--- src/rtl/msi_ring_capture.sv ---
module msi_ring_capture #(
  parameter int MIN_LOG = 15,
  parameter int REC_LOG = 4
) (
  input  logic         clk,
  input  logic         rst_n,
  input  logic         reg_wr,
  input  logic [2:0]   reg_addr,
  input  logic [31:0]  reg_wdata,
  output logic [31:0]  reg_rdata,
  input  logic         msi_valid,
  output logic         msi_ready,
  input  logic [31:0]  msi_num,
  output logic         mem_valid,
  input  logic         mem_ready,
  output logic [63:0]  mem_addr,
  output logic [127:0] mem_data,
  output logic         irq
);
  localparam int OFF_W = MIN_LOG + 3;
  localparam logic [OFF_W-1:0] STEP = OFF_W'(1) << REC_LOG;
  localparam logic [OFF_W-1:0] ALIGN = ~(STEP - OFF_W'(1));

  localparam logic [2:0] A_CTRL = 3'd0;
  localparam logic [2:0] A_BHI  = 3'd3;
  localparam logic [2:0] A_BLO  = 3'd4;
  localparam logic [2:0] A_ROFF = 3'd5;
  localparam logic [2:0] A_WOFF = 3'd6;

  logic             en, full_rep, ien, full_stop, full_flag;
  logic [1:0]       size_code;
  logic [31:0]      base_hi, base_lo;
  logic [OFF_W-1:0] roff, woff;
  logic [OFF_W-1:0] size_mask, woff_next;
  logic             full, accept;
  logic [31:0]      ctrl_rd;

  assign size_mask = ((OFF_W'(1) << (MIN_LOG + int'(size_code))) - OFF_W'(1)) & ALIGN;
  assign woff_next = (woff + STEP) & size_mask;
  assign full      = (woff_next == roff);
  assign msi_ready = en & ~mem_valid & ~(full & full_stop);
  assign accept    = msi_valid & msi_ready;
  assign mem_addr  = {base_hi, base_lo} + 64'(woff);
  assign irq       = en & ien & (roff != woff);

  assign ctrl_rd = {15'd0, full_flag, 6'd0, size_code, 3'd0, full_stop, ien, 1'b0, full_rep, en};

  always_comb begin
    case (reg_addr)
      A_CTRL:  reg_rdata = ctrl_rd;
      A_BHI:   reg_rdata = base_hi;
      A_BLO:   reg_rdata = base_lo;
      A_ROFF:  reg_rdata = 32'(roff);
      A_WOFF:  reg_rdata = 32'(woff);
      default: reg_rdata = 32'd0;
    endcase
  end

  always_ff @(posedge clk) begin
    if (!rst_n) begin
      en        <= 1'b0;
      full_rep  <= 1'b0;
      ien       <= 1'b0;
      full_stop <= 1'b0;
      full_flag <= 1'b0;
      size_code <= 2'd0;
      base_hi   <= 32'd0;
      base_lo   <= 32'd0;
      roff      <= '0;
      woff      <= '0;
      mem_valid <= 1'b0;
      mem_data  <= '0;
    end else begin
      if (mem_valid && mem_ready) begin
        mem_valid <= 1'b0;
        woff      <= woff_next;
      end
      if (accept && !full) begin
        mem_valid <= 1'b1;
        mem_data  <= {96'd0, msi_num};
      end
      if (reg_wr) begin
        case (reg_addr)
          A_CTRL: begin
            en        <= reg_wdata[0];
            full_rep  <= reg_wdata[1];
            ien       <= reg_wdata[3];
            full_stop <= reg_wdata[4];
            size_code <= reg_wdata[9:8];
            if (reg_wdata[16]) full_flag <= 1'b0;
          end
          A_BHI:  base_hi <= reg_wdata;
          A_BLO:  base_lo <= reg_wdata;
          A_ROFF: roff    <= reg_wdata[OFF_W-1:0] & size_mask;
          A_WOFF: woff    <= reg_wdata[OFF_W-1:0] & size_mask;
          default: ;
        endcase
      end
      if (accept && full && full_rep) full_flag <= 1'b1;
    end
  end
endmodule

--- config.mk ---
export PLATFORM = sky130hd
export DESIGN_NAME = msi_ring_capture
export DESIGN_NICKNAME = d
export VERILOG_FILES = /design/src/rtl/msi_ring_capture.sv
export SDC_FILE = /design/constraint.sdc
export NUM_CORES = 1
export LEC_CHECK = 0
export CELL_PAD_IN_SITES_DETAIL_PLACEMENT = 1
export CELL_PAD_IN_SITES_GLOBAL_PLACEMENT = 2
export CORE_UTILIZATION = 24
export DETAILED_ROUTE_END_ITERATION = 10
export GPL_ROUTABILITY_DRIVEN = 0
export PLACE_DENSITY_LB_ADDON = 0.08
export REMOVE_ABC_BUFFERS = 1
export SYNTH_ARGS = -nofsm -noshare
export SYNTH_HDL_FRONTEND = slang
export SYNTH_SLANG_ARGS = --single-unit
--- constraint.sdc ---
create_clock -name clk -period 3.4 [get_ports clk]
set_input_delay 0.51 -clock clk [delete_from_list [all_inputs] [get_ports clk]]
set_output_delay 0.51 -clock clk [all_outputs]
set_load 0.02 [all_outputs]
-- After elaboration in Yosys (flattened, before gate mapping)
Index checks and enable logic that the tools add are counted.
- flip-flop bits (word level): 140
- output and inout port bits: 227
- input port bits: 72
- eq/ne operators: 6
- shift-type cells: 1
- reductions and logical operators: 15
- bitwise gates (word level): 10
- $add $sub $neg: 4
- multiplexer cells: 10
- operators by type and width (kind ; number):
    case mux 32 bit (5 select lines) ; 1
    adder 64 x 18 -> 64 bit ; 1
    2-to-1 mux 18 bit ; 3
    bitwise AND 18 bit ; 2
    adder 18 x 5 -> 18 bit (second input constant) ; 1
    equality test 18 bit ; 1
    != test 18 bit ; 1
    << shifter 1 x 5 -> 18 bit (first input constant) ; 1
    subtractor 18 x 1 -> 18 bit (second input constant) ; 1
    equality test 3 bit (second input constant) ; 3
    AND reduction 2 bit ; 4
    nonzero test 2 bit ; 4
    bitwise AND 1 bit ; 6
    2-to-1 mux 1 bit ; 6
    adder 4 x 2 -> 5 bit (first input constant) ; 1
    logical AND 1 bit ; 4
    equality test 3 x 2 -> 1 bit (second input constant) ; 1
    logical NOT 3 bit ; 1
    AND reduction 3 bit ; 1
    NOT 1 bit ; 2
    logical NOT 1 bit ; 1

-- Longest topological paths before layout
- word-level depth: 13
- gate-level depth with buffers: 12
- gate-level depth less buffers: 10

-- Worst setup path after synthesis
OpenSTA, ideal clock, no wires.
- path kind: register -> output
- from: register size_code[0]
- to: output port msi_ready
- data required time: 2890 ps
- slack: 81 ps
- path buffers: 2
- data arrival time: 2809 ps
- stages on the path, launching flop included: 12
- path through: dfxtp_1 -> nor2_1 -> ha_1 -> clkbuf_1 -> nor2_1 -> xor2_1 -> a2111oi_0 -> nand4_1 -> or4_1 -> clkbuf_1 -> nor3_1 -> a21oi_1
- longest elaborated chain between the ends: 8
- RTL lines (item ; RTL line ; text):
    start, declared ; 31 ; logic [1:0] size_code;
    start signal, assigned ; 89 ; size_code <= reg_wdata[9:8];
    adder 4 x 2 -> 5 bit ; 38 ; assign size_mask = ((OFF_W'(1) << (MIN_LOG + int'(size_code))) - OFF_W'(1)) & ALIGN;
    << shifter 1 x 5 -> 18 bit ; 38 ;
    subtractor 18 x 1 -> 18 bit ; 38 ;
    bitwise AND 18 bit ; 39 ; assign woff_next = (woff + STEP) & size_mask;
    equality test 18 bit ; 40 ; assign full = (woff_next == roff);
    bitwise AND 1 bit ; 41 ; assign msi_ready = en & ~mem_valid & ~(full & full_stop);
    NOT 1 bit ; 41 ;
    bitwise AND 1 bit ; 41 ;
    end, declared ; 12 ; output logic msi_ready,
No other way between the ends.

-- Worst setup path in the final report
Ends and elaborated chain as after synthesis.

==> results.ini <==
[power_and_ir_drop]
p_per_area_nw_per_um2 = 291
leakage_nw = 6.76
irDropWorstVdd_uv = 349
finalPower_mw = 4.59

[die]
rows = 75
initial_core_util_pct = 24.3
core_um2 = 41900
die_area_um2 = 43200
ios = 299
die_x_um = 208
die_h_um = 208

[clocking]
cts_buffer_depth = 2
clock_sinks = 136
insertion_delay_ns = 0.44
cts_buffers = 17
clk_pin_slew_ns = 0.07
cts_tree = yes
htreeDepth = 4
clockRootBuffer = clkbuf_16
ctsHoldBuffers = 0

[timing]
rsz0062_at_grt = yes
finalWorstSetupSlack_ns = -0.0871
setup_viol = 3
slew_headroom_pct = 49.7
worstMarginPinSlew_ns = 0.755
hold_viol = 0
period_needed_ns = 3.49
slew_violations = 0
fin_crit_sh_pct = 103
skew_ns = 0.00846
clock.fmax_mhz = 287

[global_routing]
grt_pass1_vias = 11800
grt_start_max_net_pins = 65
antenna_found_initial = 3
overflow = 0
grtUsageTotal_pct = 20.8
grt_pass1_wl_um = 69600

[yosys]
ys_types = 59
synth_seq_area_share_pct = 26.8
avgSynthCellArea_um2 = 7.08
netlist_area_um2 = 10200
synth_edf_count = 0
yosysWarnings = 0
ys_seq_elements = 136
ys.flop_type = dfxtp_1
async_flop_share_pct = 0
syn_inst = 1436

[final_layout]
multi_input_area_um2 = 7400
nets = 1905
drive_above_1_share_pct = 27.0
final_cell_area_um2 = 15800
num-fill-cells = 5018
n_antenna_cell = 0
seqCellArea_um2 = 2780
area_delta_synth_final_pct = 55.3

[drt]
drc = 0
wl_per_cell_um = 19.5
wl_um = 46000
drt-vias-per-instance = 4.83
drtPass1Iterations = 4
drtIter0Drc = 466
antenna_left = 0
via_count = 11400

[worst_setup_path]
criticalPathCategory = register to output port
crit_chain = nor2b_4 -> ha_4 -> buf_4 -> buf_4 -> nor2b_1 -> mux2i_1 -> xor2_1 -> nand4_1 -> or4_4 -> nor3_2 -> buf_4 -> a21oi_1 -> buf_4
r2r_slack_ns = 0.29
r2r-start = size_code[0]
critPathLaunchType = register
slowest_delay_ns = 0.45
path_delay_family = simple AND/OR/NAND/NOR gates
setup.worst_path.start = size_code[0]
crit_slowest_cell = or4_4
cp.required_ns = 2.89
endpoint_kind = output port
crit_top_cell = buf_4
critPathArrivalTime_ns = 2.98
crit_fanout = 7
critPathBufInv = 4

[placed_design]
hpwl_um = 33700
portBuffers = 202
place_area_um2 = 14000

[status]
violations = negative setup slack
status = finished, violations left

[min_path]
min-delay-start = base_hi[14]
hp-class = register to register

[flow_run]
max-cap-violations = 0

-- stage by stage --
| step | hold WS (ns) | setup TNS [ns] | std cells | util (%) | worst slack [ns] |
|---|---|---|---|---|---|
| 2_1_floorplan | 0.449 | -40.02 | 1327 | - | -1.40 |
| 3_3_place_gp | 0.467 | -8.91 | 2305 | 33.4 | -0.308 |
| 3_5_place_dp | 0.477 | -11.17 | 2305 | 33.4 | -0.357 |
| 4_1_cts | 0.486 | -0.526 | 2347 | 36.0 | -0.151 |
| 5_1_grt | 0.502 | -2.33 | 2363 | 37.7 | -0.221 |
| 6_report | 0.483 | -0.117 | 2363 | 37.7 | -0.0871 |
-- sequential cells by signal (all words and copies together) (netlist names) --
signal	cells
base_hi	32
base_lo	32
mem_data	32
woff	18
roff	14
size_code	2
en	1
full_flag	1
full_rep	1
full_stop	1
ien	1
mem_valid	1
-- path summary, 6_finish.rpt --
check	end	cells past startpoint
setup reg to reg	mem_data[14]	12
hold / removal	base_hi[14]	2
hold reg to reg	base_hi[14]	2
setup / recovery	msi_ready	13
-- Yosys cell counts (all sizes together), types with 32 or more instances --
master	number	area, µm²
buf	113	816
o21ai	79	395
nand2	225	845
clkbuf	91	342
a21oi	155	776
xnor2	39	342
dfxtp	136	2720
xor2	45	394
and3	43	269
inv	36	135
mux2i	32	320
nand3	63	315
nor2	98	368
or4	37	278
nor3	35	175
-- metal layers --
metal	vias to the layer above	global-route usage [%]	wire length [µm]
met5	-	0	10
met4	2	4.98	697
met3	32	4.42	1940
met2	233	35.3	22300
met1	5594	26.8	21000
li1	5557	-	-
-- power by group --
group	internal, mW	total, mW	switching, mW	leakage, nW
Combinational	0.328	0.823	0.495	5.34
Sequential	1.62	1.66	0.0403	1.12
Clock	1.27	2.10	0.825	0.302
-- worst min-delay path, delay by kind of cell, from the launching register on --
family / cells / cell delay, ns
flops: 1 / 0.32
simple gates: 1 / 0.06
compound gates: 1 / 0.06
-- cell usage in the layout, fill, tap and decap left out, types with 11 or more instances in the layout --
| master | instances |
|---|---|
| a21oi_1 | 145 |
| a22o_1 | 26 |
| and3_1 | 43 |
| buf_12 | 14 |
| buf_4 | 271 |
| buf_6 | 17 |
| clkbuf_16 | 18 |
| clkdlybuf4s50_1 | 142 |
| conb_1 | 96 |
| dfxtp_1 | 109 |
| dfxtp_2 | 18 |
| ha_4 | 12 |
| inv_1 | 35 |
| mux2i_1 | 32 |
| nand2_1 | 225 |
| nand3_1 | 58 |
| nand4_1 | 12 |
| nor2_1 | 87 |
| nor2b_1 | 17 |
| nor3_1 | 21 |
| nor3_4 | 11 |
| o21ai_0 | 55 |
| o21ai_1 | 17 |
| or4_1 | 35 |
| xnor2_1 | 34 |
| xor2_1 | 43 |
-- logic make-up (layout without fill, tap and decap cells) --
logic type	Yosys count	count (layout)	synth area share, %
xor+xnor	84	84	7.24
mux	32	32	3.15
buf+inv	241	534	12.8
flops	136	136	26.8
fa+ha+maj	22	22	2.78
other cells	1	96	0.0369
simple gates	584	584	27.6
compound gates	336	336	19.6
-- area by class of cell --
type                            instances  share of cell area [%]
Sequential cell                       136                    17.6
Timing Repair Buffer                  465                    26.2
Multi-Input combinational cell       1154                    46.9
Clock buffer                           19                    2.87
Tap cell                              539                    4.27
Clock inverter                         13                    1.23
Inverter                               37                   0.880
-- what timing repair did --
action	4_1_cts	5_1_grt
gates resized for setup	349	151
gates cloned	2	2
setup buffers	10	18
pin swaps	37	61
endpoints found under the setup margin	61	55
Note: power is estimated with default switching activity, not from simulation.
